$ cat config.mk
export PLATFORM = sky130hd
export DESIGN_NAME = lfsr_clkdiv_chain
export DESIGN_NICKNAME = d
export VERILOG_FILES = /design/src/rtl/lfsr_clkdiv_pkg.sv /design/src/rtl/lfsr_stage.sv /design/src/rtl/post_stage.sv /design/src/rtl/lfsr_clkdiv_chain.sv
export SDC_FILE = /design/constraint.sdc
export NUM_CORES = 1
export LEC_CHECK = 0
export CAP_MARGIN = 20
export CORE_UTILIZATION = 44
export CTS_CLUSTER_DIAMETER = 100
export DETAILED_ROUTE_END_ITERATION = 16
export GPL_TIMING_DRIVEN = 0
export PLACE_DENSITY_LB_ADDON = 0.05
export SLEW_MARGIN = 40
export SYNTH_ARGS = -nofsm -noshare
export SYNTH_HDL_FRONTEND = slang
export SYNTH_SLANG_ARGS = --single-unit
$ cat constraint.sdc
create_clock -name clk -period 1.4 [get_ports clk]
set_clock_uncertainty 0.15 [all_clocks]
set_input_delay 0.21 -clock clk [delete_from_list [all_inputs] [get_ports clk]]
set_output_delay 0.21 -clock clk [all_outputs]
set_load 0.05 [all_outputs]
$ cat src/rtl/lfsr_clkdiv_pkg.sv
package lfsr_clkdiv_pkg;

    typedef enum logic {
        PH_PRIME = 1'b0,
        PH_RUN   = 1'b1
    } div_phase_e;

    localparam int unsigned LFSR_MAX_W = 16;

    // Next state of a shift-left XNOR register of the given width. The
    // all-zero state is routed to all-ones so that the sequence covers
    // every state of the width.
    function automatic logic [LFSR_MAX_W-1:0] lfsr_advance(
        input logic [LFSR_MAX_W-1:0] cur,
        input logic [LFSR_MAX_W-1:0] taps,
        input int unsigned           width
    );
        logic [LFSR_MAX_W-1:0] mask;
        logic                  fb;
        mask = LFSR_MAX_W'((32'd1 << width) - 32'd1);
        fb   = ~(^(cur & taps));
        if ((cur & mask) == '0) begin
            lfsr_advance = mask;
        end else begin
            lfsr_advance = ((cur << 1) | {{(LFSR_MAX_W-1){1'b0}}, fb}) & mask;
        end
    endfunction

endpackage

$ cat src/rtl/lfsr_stage.sv
module lfsr_stage
    import lfsr_clkdiv_pkg::*;
#(
    parameter int unsigned   W    = 6,
    parameter logic [W-1:0]  TAPS = 6'h30
) (
    input  logic         clk,
    input  logic         rst_n,
    input  logic [W-1:0] reload_i,
    output logic         tick_o,
    output logic         level_o
);

    localparam logic [W-1:0] TERM = {W{1'b1}};

    div_phase_e   phase_q, phase_d;
    logic [W-1:0] state_q, state_d;
    logic [W-1:0] step;
    logic         level_q, level_d;
    logic         at_term;

    assign at_term = (phase_q == PH_RUN) && (state_q == TERM);
    assign step    = W'(lfsr_advance(LFSR_MAX_W'(state_q), LFSR_MAX_W'(TAPS), W));

    // State register
    always_ff @(posedge clk) begin
        if (!rst_n) begin
            phase_q <= PH_PRIME;
            state_q <= TERM;
            level_q <= 1'b0;
        end else begin
            phase_q <= phase_d;
            state_q <= state_d;
            level_q <= level_d;
        end
    end

    // Next-state logic
    always_comb begin
        phase_d = phase_q;
        state_d = state_q;
        level_d = level_q;
        unique case (phase_q)
            PH_PRIME: begin
                state_d = reload_i;
                phase_d = PH_RUN;
            end
            PH_RUN: begin
                if (at_term) begin
                    state_d = reload_i;
                    level_d = ~level_q;
                end else begin
                    state_d = step;
                end
            end
            default: begin
                phase_d = PH_PRIME;
            end
        endcase
    end

    // Outputs
    always_comb begin
        tick_o  = at_term;
        level_o = level_q;
    end

endmodule

$ cat src/rtl/post_stage.sv
module post_stage #(
    parameter int unsigned PD_W = 3
) (
    input  logic            clk,
    input  logic            rst_n,
    input  logic            en_i,
    input  logic [PD_W-1:0] code_i,
    output logic            tick_o
);

    logic [PD_W-1:0] remain_q;

    assign tick_o = en_i && (remain_q == '0);

    // The divisor is 2**PD_W - code, so the reload count (divisor - 1) is ~code.
    always_ff @(posedge clk) begin
        if (!rst_n) begin
            remain_q <= '0;
        end else if (en_i) begin
            if (remain_q == '0) begin
                remain_q <= ~code_i;
            end else begin
                remain_q <= remain_q - PD_W'(1);
            end
        end
    end

endmodule

$ cat src/rtl/lfsr_clkdiv_chain.sv
module lfsr_clkdiv_chain #(
    parameter int unsigned           REF_W       = 6,
    parameter logic [REF_W-1:0]      REF_TAPS    = 6'h30,
    parameter int unsigned           FB_W        = 8,
    parameter logic [FB_W-1:0]       FB_TAPS     = 8'h8E,
    parameter int unsigned           PD_W        = 3,
    parameter int unsigned           POST_STAGES = 2
) (
    input  logic                          clk,
    input  logic                          rst_n,
    input  logic [REF_W-1:0]              ref_reload,
    input  logic [FB_W-1:0]               fb_reload,
    input  logic [POST_STAGES*PD_W-1:0]   post_code,
    input  logic                          vco_en,
    output logic                          ref_tick,
    output logic                          ref_out,
    output logic                          fb_tick,
    output logic                          fb_out,
    output logic                          post_tick,
    output logic                          post_out
);

    logic [POST_STAGES:0] chain_en;
    logic                 post_tick_q;
    logic                 post_out_q;

    lfsr_stage #(.W(REF_W), .TAPS(REF_TAPS)) u_ref (
        .clk      (clk),
        .rst_n    (rst_n),
        .reload_i (ref_reload),
        .tick_o   (ref_tick),
        .level_o  (ref_out)
    );

    lfsr_stage #(.W(FB_W), .TAPS(FB_TAPS)) u_fb (
        .clk      (clk),
        .rst_n    (rst_n),
        .reload_i (fb_reload),
        .tick_o   (fb_tick),
        .level_o  (fb_out)
    );

    assign chain_en[0] = vco_en;

    // The first stage takes the most significant code field.
    for (genvar g = 0; g < POST_STAGES; g++) begin : g_post
        post_stage #(.PD_W(PD_W)) u_stage (
            .clk    (clk),
            .rst_n  (rst_n),
            .en_i   (chain_en[g]),
            .code_i (post_code[(POST_STAGES-1-g)*PD_W +: PD_W]),
            .tick_o (chain_en[g+1])
        );
    end

    always_ff @(posedge clk) begin
        if (!rst_n) begin
            post_tick_q <= 1'b0;
            post_out_q  <= 1'b0;
        end else begin
            post_tick_q <= chain_en[POST_STAGES];
            post_out_q  <= post_out_q ^ chain_en[POST_STAGES];
        end
    end

    assign post_tick = post_tick_q;
    assign post_out  = post_out_q;

endmodule

==> impl.org, run 1 <==
** STA
- Min cycle time layout :: about 1700 ps
- Derived from the worst setup path, the maximum achievable clock frequency is about 600 MHz.
- The number of max-slew violations in the final report is 0.
- Accumulated negative setup slack :: -1660 ps
- Once routing completed, OpenROAD measured the worst setup slack at -262 ps.
- Relative slew slack :: 0.740
- Total count of hold-check failures in the final report :: 0
- Setup repair after global routing could not meet its margin everywhere.
- Setup violations remaining at the end of the flow were counted as 12.
- At the pin with the least slew margin, the transition time is 390 ps.
- Period utilisation layout :: 1.19

** Floorplan
- Starting density of the core :: 0.481
- Floorplan die height :: 54.7 um
- The floorplan step defined a die boundary enclosing roughly 0.0030 mm2.
- Core Area :: ~0.0025 mm2
- Number of cell rows :: 18
- Die span in x :: 54.7 um
- 29 I/O pins were placed.

** GRT
- The via count of the first global-routing pass came to 1017.
- The number of antenna violations at the first check in global routing came to 0.
- Global route total overflow :: 0
- Entering global routing, the biggest net connects 16 pins.
- For this run, the total global-route usage over all layers was measured as 0.196.
- Wire length of the first global-routing pass :: 4240 um

** Yosys
- Share of the yosys chip area belonging to registers :: 0.409
- Synthesized net count :: 172
- The synthesized netlist contains 35 unique library cells.
- A synthesized cell averages 8.68 um2.
- The cell count after synthesis came out at 141.
- Yosys warning total :: 0
- Register bit total from synthesis :: 25
- In this run the cell area of the synthesized design comes to 0.00122 mm2.
- Synth Flop Type :: sky130_fd_sc_hd__dfxtp_1
- The synthesized design contains 0 enable-type register cells.
- In the synthesized netlist the async set-or-reset flop fraction comes to 0.

** Clock tree
- In this run, CTS created clock tree buffers numbering 3.
- Clock tree from TritonCTS :: built
- Maximum count of clock buffers along a single path :: 2
- Clock Pin Slew Worst Setup and Hold Paths :: 150 ps
- Hold repair after CTS inserted 0 buffers.
- In this run the number of H-tree levels came out at 1.
- Insertion delay to the later sink of the worst-skew pair :: 340 ps
- Clock Tree Root :: sky130_fd_sc_hd__clkbuf_4
- CTS saw 25 sinks.

** Detailed routing
- Total number of vias :: 1223
- In the routed layout, each cell is associated on average with a via count of 5.39.
- Dividing the detail-routed wire length by the instance count gives 15.1 um.
- Remaining antenna violation count :: 0
- In this run, the number of DRC markers left after iteration 0 of detailed routing was 15.
- # DRC :: 0
- Before antenna repair, the detailed router went through 4 iterations.
- The final layout contains routed wiring with a total length of approximately 3400 um.

** Setup path
- Beginning of the worst register-to-register path :: u_fb.state_q[5]
- Data arrival time of the critical path :: 1300 ps
- Category of the worst setup path launch point :: register
- Worst EP required :: around 1000 ps
- In this run the worst path has a maximum fanout of 2.
- Worst Reg-to-Reg Cells :: 5
- Critical path origin :: u_ref.state_q[2]
- STA classifies the critical path endpoint as an output port.
- The critical path is of the reg -> out type.

** Cells and area
- Of the cells placed in the final design, the portion with a size suffix greater than 1 is 0.497.
- Antenna Diode Count :: 0
- After routing the design area is 0.00200 mm2.
- Fill cell instance count of the final layout :: 178
- Layout overhead on the synthesized area :: 63.7%
- Post-layout util :: 0.787
- For this run, the post-layout net count is 229.

** Place
- Before CTS, the worst setup slack after placement is -573 ps.
- Buffers placed on the I/O ports in this run total 27.
- Post-detailed-placement cell area :: roughly 0.0015 mm2
- The congestion estimate from routability-driven global placement came to 0.799.
- The HPWL after detailed placement is 1740 um.

** Worst hold path
- The min-delay analysis places its worst path in the category in -> reg.
- Counting instances, the worst hold path has a depth of 2.
- In this run the most critical hold path is launched from vco_en.

** Power and ir drop
- In this run the power density over the cells is 1010 mW/mm2.
- Cell leakage power :: 0.799 nW
- Of the total power, the share spent switching nets is 0.342.
- Logic gate share of total power :: 0.402
- Of the total power, the clock network draws 0.171.
- Cell internal power was estimated by the tool at approximately 0.0013 W.
- The worst-case IR drop observed on VDD is 0.774 mV.
- The share of total power dissipated in sequential elements is 0.426.
- The analysis attributes to net switching a power of 0.000691 W.

** Status
- The final reports fail on negative setup slack.
- Run status :: finished with violations

** Job
- Max-cap violations in this run came to 0.
-- worst max-delay path: stages, from the launching register on --
cell and delay (ps):
sky130_fd_sc_hd__dfxtp_2 380, sky130_fd_sc_hd__and4_4 240, sky130_fd_sc_hd__and3_4 190, sky130_fd_sc_hd__buf_8 140
-- cell usage after synthesis (2+ instances only) --
cell type	n	area, um2
sky130_fd_sc_hd__nor3_1	13	65.1
sky130_fd_sc_hd__o21ai_1	16	80.1
sky130_fd_sc_hd__and2_1	2	12.5
sky130_fd_sc_hd__inv_2	2	7.51
sky130_fd_sc_hd__nor4_1	2	12.5
sky130_fd_sc_hd__inv_1	9	33.8
sky130_fd_sc_hd__a31oi_1	2	12.5
sky130_fd_sc_hd__xnor2_1	3	26.3
sky130_fd_sc_hd__buf_4	2	15.0
sky130_fd_sc_hd__ha_1	8	100
sky130_fd_sc_hd__dfxtp_1	25	500
sky130_fd_sc_hd__nand2b_1	4	25.0
sky130_fd_sc_hd__mux2i_1	3	30.0
sky130_fd_sc_hd__a21oi_1	4	20.0
sky130_fd_sc_hd__nand3_1	2	10.0
sky130_fd_sc_hd__nand2_1	4	15.0
sky130_fd_sc_hd__nor2_1	20	75.1
sky130_fd_sc_hd__and3_1	2	12.5
sky130_fd_sc_hd__a311oi_1	2	17.5
-- power by group through the flow --
stage	sequential, W	clock, W	combinational (W)
6_report	0.000860	0.000346	0.000812
5_1_grt	0.000866	0.000379	0.000876
4_1_cts	0.000849	0.000342	0.000652
3_5_place_dp	0.000856	0	0.000529
3_3_place_gp	0.000853	0	0.000514
2_1_floorplan	0.000893	0	0.000326
-- state kept, by name, summed over array words and instances, names as in the netlist --
signal,cells
u_ref.level_o,1
post_tick,1
u_fb.state_q,8
u_ref.state_q,6
g_post.u_stage.remain_q,6
u_fb.level_o,1
post_out,1
u_fb.phase_q,1
-- through the flow --
step | hold slack [ps] | power (W) | instances
floorplan | 87.7 | 0.00122 | 141
global placement | 295 | 0.00137 | 198
detailed placement | 303 | 0.00138 | 198
CTS | 12.8 | 0.00184 | 213
global route | 12.4 | 0.00212 | 227
finish | 15.3 | 0.00202 | 227
-- layout make-up --
type	instances	area [um2]	area share
buffer	3	26.3	0.0131
clock buffer	3	22.5	0.0112
clock inverter	1	7.51	0.00375
inverter	11	43.8	0.0219
multi-input combinational	101	850	0.424
sequential	25	533	0.266
tap	30	37.5	0.0187
timing repair buffer	53	483	0.241
-- cell families (layout without fill, tap and decap cells) --
family                     count (synthesis)  count (layout)  synth area share
AOI/OAI and AO/OA                         29              29             0.136
xor gates and xnor gates                   4               4            0.0286
adders and majority gates                  8               8            0.0818
buffers and inverters                     15              71            0.0583
DFF                                       25              25             0.409
muxes                                      3               3            0.0245
and+or+nand+nor                           57              57             0.262
-- worst paths after layout --
kind | endpoint | slack (ps)
setup / recovery | ref_tick | -260
hold / removal | g_post[0].u_stage.remain_q[0] | 20
hold reg to reg | g_post[1].u_stage.remain_q[1] | 330
setup reg to reg | u_fb.state_q[0] | -170
-- what timing repair did --
action,4_1_cts,5_1_grt
endpoints found under the setup margin,20,23
endpoints found under the hold margin,0,0
buffers inserted,12,15
resized for setup,67,40
gates cloned,0,0
pin swaps,4,16
-- layout by cell type (no fill, tap or decap), drive strengths merged --
cell type,n
and3,2
nand4,1
clkinvlp,1
o21ai,17
o21a,1
o22ai,1
a31oi,2
and2b,1
or2,1
nand3b,1
or3,1
nand3,2
a21oi,5
clkbuf,4
xor2,1
inv,11
clkdlybuf4s50,21
nor2,20
nor3,14
a311oi,2
nor4,2
xnor2,3
buf,34
nor3b,1
nand2,4
mux2i,3
o2111ai,1
and4,1
nand2b,4
and2,2
dfxtp,25
ha,8
-- layer usage --
layer  vias to the layer above  GRT usage  routed length [um]
li1                        602          -                   -
met1                       585      0.243                1430
met2                        27      0.339                1800
met3                         9     0.0250                 113
met4                         0     0.0769                  88
met5                         -          0                   0
Note: power is estimated with default switching activity, not from simulation.
==> run 2, diff against run 1 <==
- SLEW_MARGIN: 40 -> default
==> results of run 2 <==
Same layout as run 1: the final DEF is identical, and so are final timing and power.
==> run 3, diff against run 2 <==
--- a/constraint.sdc
+++ b/constraint.sdc
@@ -3,3 +3,3 @@
 set_input_delay 0.21 -clock clk [delete_from_list [all_inputs] [get_ports clk]]
 set_output_delay 0.21 -clock clk [all_outputs]
-set_load 0.05 [all_outputs]
+set_load 0.005 [all_outputs]
==> run 3 against run 2 <==
Net effect:
- the flow still finishes with violations (negative setup slack)
- register-to-register slack improved by 90 ps
- sequential cell count did not move
- non-clock buffer count rose by 1
==> impl.org, run 3 (synthesis results as in run 1) <==
** Cells and area
- The number of antenna repair diodes came to 0 (unchanged).
- The top register by number of flip-flops is u_fb.state_q (unchanged).
- The combined flip-flop and latch cell area is 524 um2 (was 533 um2).
- Largest registers ranked by flip-flop count: u_fb.state_q: 8 flops, g_post.u_stage.remain_q: 6 flops, u_ref.state_q: 6 flops (unchanged).
- The final net count was 230 (was 229).
- Post-layout util :: 0.754 (was 0.787)
- Share of post-route cells with drive strength above 1 :: 0.434 (was 0.497)
- Most used cells in the layout excluding fill and tap cells :: sky130_fd_sc_hd__buf_4 (24), sky130_fd_sc_hd__clkdlybuf4s50_1 (21), sky130_fd_sc_hd__dfxtp_2 (19), sky130_fd_sc_hd__nor2_1 (17), sky130_fd_sc_hd__o21ai_1 (16) (was sky130_fd_sc_hd__buf_4 (21), sky130_fd_sc_hd__clkdlybuf4s50_1 (21), sky130_fd_sc_hd__nor2_1 (18), sky130_fd_sc_hd__o21ai_1 (15), sky130_fd_sc_hd__dfxtp_2 (14))
- Combined area of the multi-input logic cells :: 781 um2 (was 850 um2)
- Layout overhead on the synthesized area :: 56.9% (was 63.7%)
- The flip-flop count of the largest register after layout is 8 (unchanged).
- Commonest non-fill, non-tap cell in the layout :: sky130_fd_sc_hd__buf_4
- The fill cell instance count of the final layout is 194 (was 178).

** STA
- Smallest setup slack after layout :: -193 ps (was -262 ps)
- Period utilisation layout :: 1.14 (was 1.19)
- RSZ-0062 raised after global routing :: true (unchanged)
- The actual slew at the worst max-slew pin was 342 ps (was 390 ps).
- Relative slew slack :: 0.772 (was 0.740)
- The final critical delay including setup and external delays was 1590 ps (was 1660 ps).
- The highest clock rate came to 628 MHz (was 602 MHz).
- The number of max-slew violations in the final report is 0 (unchanged).
- The final number of hold-violating endpoints is 0 (unchanged).
- # setup viols final :: 17 (was 12)

** Detailed routing
- The uppermost metal layer occupied by signal nets is met4 (unchanged).
- The amount of wire on met2 after detailed routing is 1480 um (was 1800 um).
- DR iter-0 viols :: 16 (was 15)
- The number of iterations in the first detailed-routing pass was 4 (unchanged).
- The remaining antenna violation count was 0 (unchanged).
- Sum of routed wire segments on met1 :: 1290 um (was 1430 um)
- Average vias per placed instance :: 5.21 (was 5.39)
- The sum of met3 wire segment lengths after detailed routing was 96 um (was 113 um).
- The total vias in the final route is 1189 (was 1223).
- The post-route DRC violation count is 0 (unchanged).
- The routed wire length came to 2910 um (was 3430 um).
- The average wire length per cell after detail routing was 12.8 um (was 15.1 um).

** Setup path
- Endpoint kind of the worst setup timing path :: output port (unchanged)
- The worst flop-to-flop path endpoint is u_ref.state_q[5] (was u_fb.state_q[0]).
- Critical path capture point :: ref_tick (unchanged)
- The reg-to-reg critical path startpoint was u_ref.state_q[0] (was u_fb.state_q[5]).
- Worst setup slack for register-to-register paths :: -80 ps (was -170 ps)
- The data required time at the worst endpoint is 1040 ps (about the same).
- The worst reg2reg path depth is 5 (unchanged).
- Data arrival time of the critical path :: 1230 ps (was 1300 ps)
- Critical path origin :: u_ref.state_q[0] (was u_ref.state_q[2])
- The peak fanout along the critical path is 3 (was 2).
- The startpoint kind of the worst setup timing path is a register (unchanged).
- The kind of critical path was reg -> out (unchanged).

** Status
- Violated checks: negative setup slack (unchanged).
- Run status :: finished with violations (unchanged)

** GRT
- GR Util All Layers :: 0.194 (was 0.196)
- The number of antenna violations at the first check in global routing came to 0 (unchanged).
- The wire length of the first global-routing pass is 4200 um (was 4240 um).
- The total congestion overflow after global routing is 0 (unchanged).
- The via count of the first global-routing pass came to 1067 (was 1017).
- Pin count of the biggest net entering global routing :: 16 (unchanged)

** Power and ir drop
- The ratio of total power to cell area was 975 mW/mm2 (was 1010 mW/mm2).
- The highest ir drop seen on vdd came to 0.634 mV (was 0.774 mV).
- Total power consumption of the routed design :: 0.00187 W (was 0.00202 W)
- Cell leakage power :: 0.795 nW (was 0.799 nW)

** Floorplan
- The number of primary I/O pins is 29 (unchanged).
- Number of cell rows :: 18 (unchanged)
- The die extent in x was 54.7 um (unchanged).
- Starting density of the core :: 0.481 (unchanged)
- The chip height came to 54.7 um (unchanged).
- Core Area :: 0.00254 mm2 (unchanged)
- The area enclosed by the die boundary was 0.00300 mm2 (unchanged).

** Clock tree
- The CTS sink count came to 25 (unchanged).
- The clock latency on the worst-skew pair is 330 ps (was 340 ps).
- The maximum clock insertion buffer count is 2 (unchanged).
- The H-tree depth came to 1 (unchanged).
- The CTS tree is built (unchanged).
- The root buffer cell was sky130_fd_sc_hd__clkbuf_4 (unchanged).
- The number of buffers added by the clock tree synthesis step is 3 (unchanged).
- The clock-pin transition on the worst setup and hold timing paths came to 150 ps (about the same).

** Job
- The count of max-cap constraint violations is 0 (unchanged).

** Worst hold path
- The path type of the worst min-delay path is in -> reg (unchanged).

** Place
- Post-DP HPWL :: 1660 um (was 1740 um)
- Port Buffer Count :: 27 (unchanged)
- The routability congestion estimate is 0.784 (was 0.799).
-- run 3: changes by cell type in the layout (fill, tap and decap cells not counted), moves of 4 or more --
cell and delta:
sky130_fd_sc_hd__dfxtp_4 -4, sky130_fd_sc_hd__nor3_2 -5, sky130_fd_sc_hd__dfxtp_2 +5, sky130_fd_sc_hd__dlygate4sd2_1 +4, sky130_fd_sc_hd__nor3_1 +6
-- run 3: critical path, cell delays in order (launching register included) --
cell and delay [ps]:
sky130_fd_sc_hd__dfxtp_2 380, sky130_fd_sc_hd__and4_4 240, sky130_fd_sc_hd__and3_4 190, sky130_fd_sc_hd__buf_6 90
-- run 3: per-stage QoR --
| stage | std cells | hold WS [ps] | worst slack (ps) | TNS [ps] | instance area [um2] |
|---|---|---|---|---|---|
| final | 228 | 22.2 | -193 | -725 | 1920 |
| after global routing | 228 | 24.5 | -225 | -1980 | 1920 |
| after CTS | 219 | 4.03 | -215 | -486 | 1780 |
| after detailed placement | 198 | 298 | -324 | -2770 | 1540 |
| after global placement | 198 | 296 | -314 | -2410 | 1540 |
| after floorplan | 141 | 87.7 | 26.6 | 0 | 1230 |
-- run 3: worst min-delay path by stage --
stage / startpoint / endpoint / slack, ps / cells after the start
4_1_cts: vco_en / g_post[0].u_stage.remain_q[2] / 4 / 2
5_1_grt: vco_en / g_post[0].u_stage.remain_q[0] / 20 / 2
2_1_floorplan: rst_n / u_fb.phase_q / 90 / 0
3_3_place_gp: g_post[1].u_stage.remain_q[1] / g_post[1].u_stage.remain_q[1] / 300 / 2
6_report: vco_en / g_post[0].u_stage.remain_q[2] / 20 / 2
3_5_place_dp: g_post[1].u_stage.remain_q[1] / g_post[1].u_stage.remain_q[1] / 300 / 2
-- run 3: report_power, final --
group	switching (W)	internal, W
combinational	0.000283	0.000396
sequential	0.0000609	0.000795
clock	0.000227	0.000109
total	0.000571	0.00130
-- run 3: repair_timing --
item	4_1_cts	5_1_grt
buffers inserted	18	10
hold buffers	0	0
setup endpoints to repair	20	21
resized for setup	45	22
pin swaps	6	14
-- run 3: area by class of cell --
cell class / instances / share of cell area
plain buffers: 3 / 0.0137
clock buffers: 3 / 0.0117
clock inverters: 1 / 0.00391
inverters: 11 / 0.0215
multi-input cells: 101 / 0.407
flip-flops and latches: 25 / 0.273
well taps: 30 / 0.0196
repair buffers: 54 / 0.250
-- run 3: routing by layer --
metal | track usage | vias up
met5 | 0 | -
met4 | 0.0897 | 0
met1 | 0.243 | 555
met3 | 0.0250 | 4
li1 | - | 604
met2 | 0.323 | 26
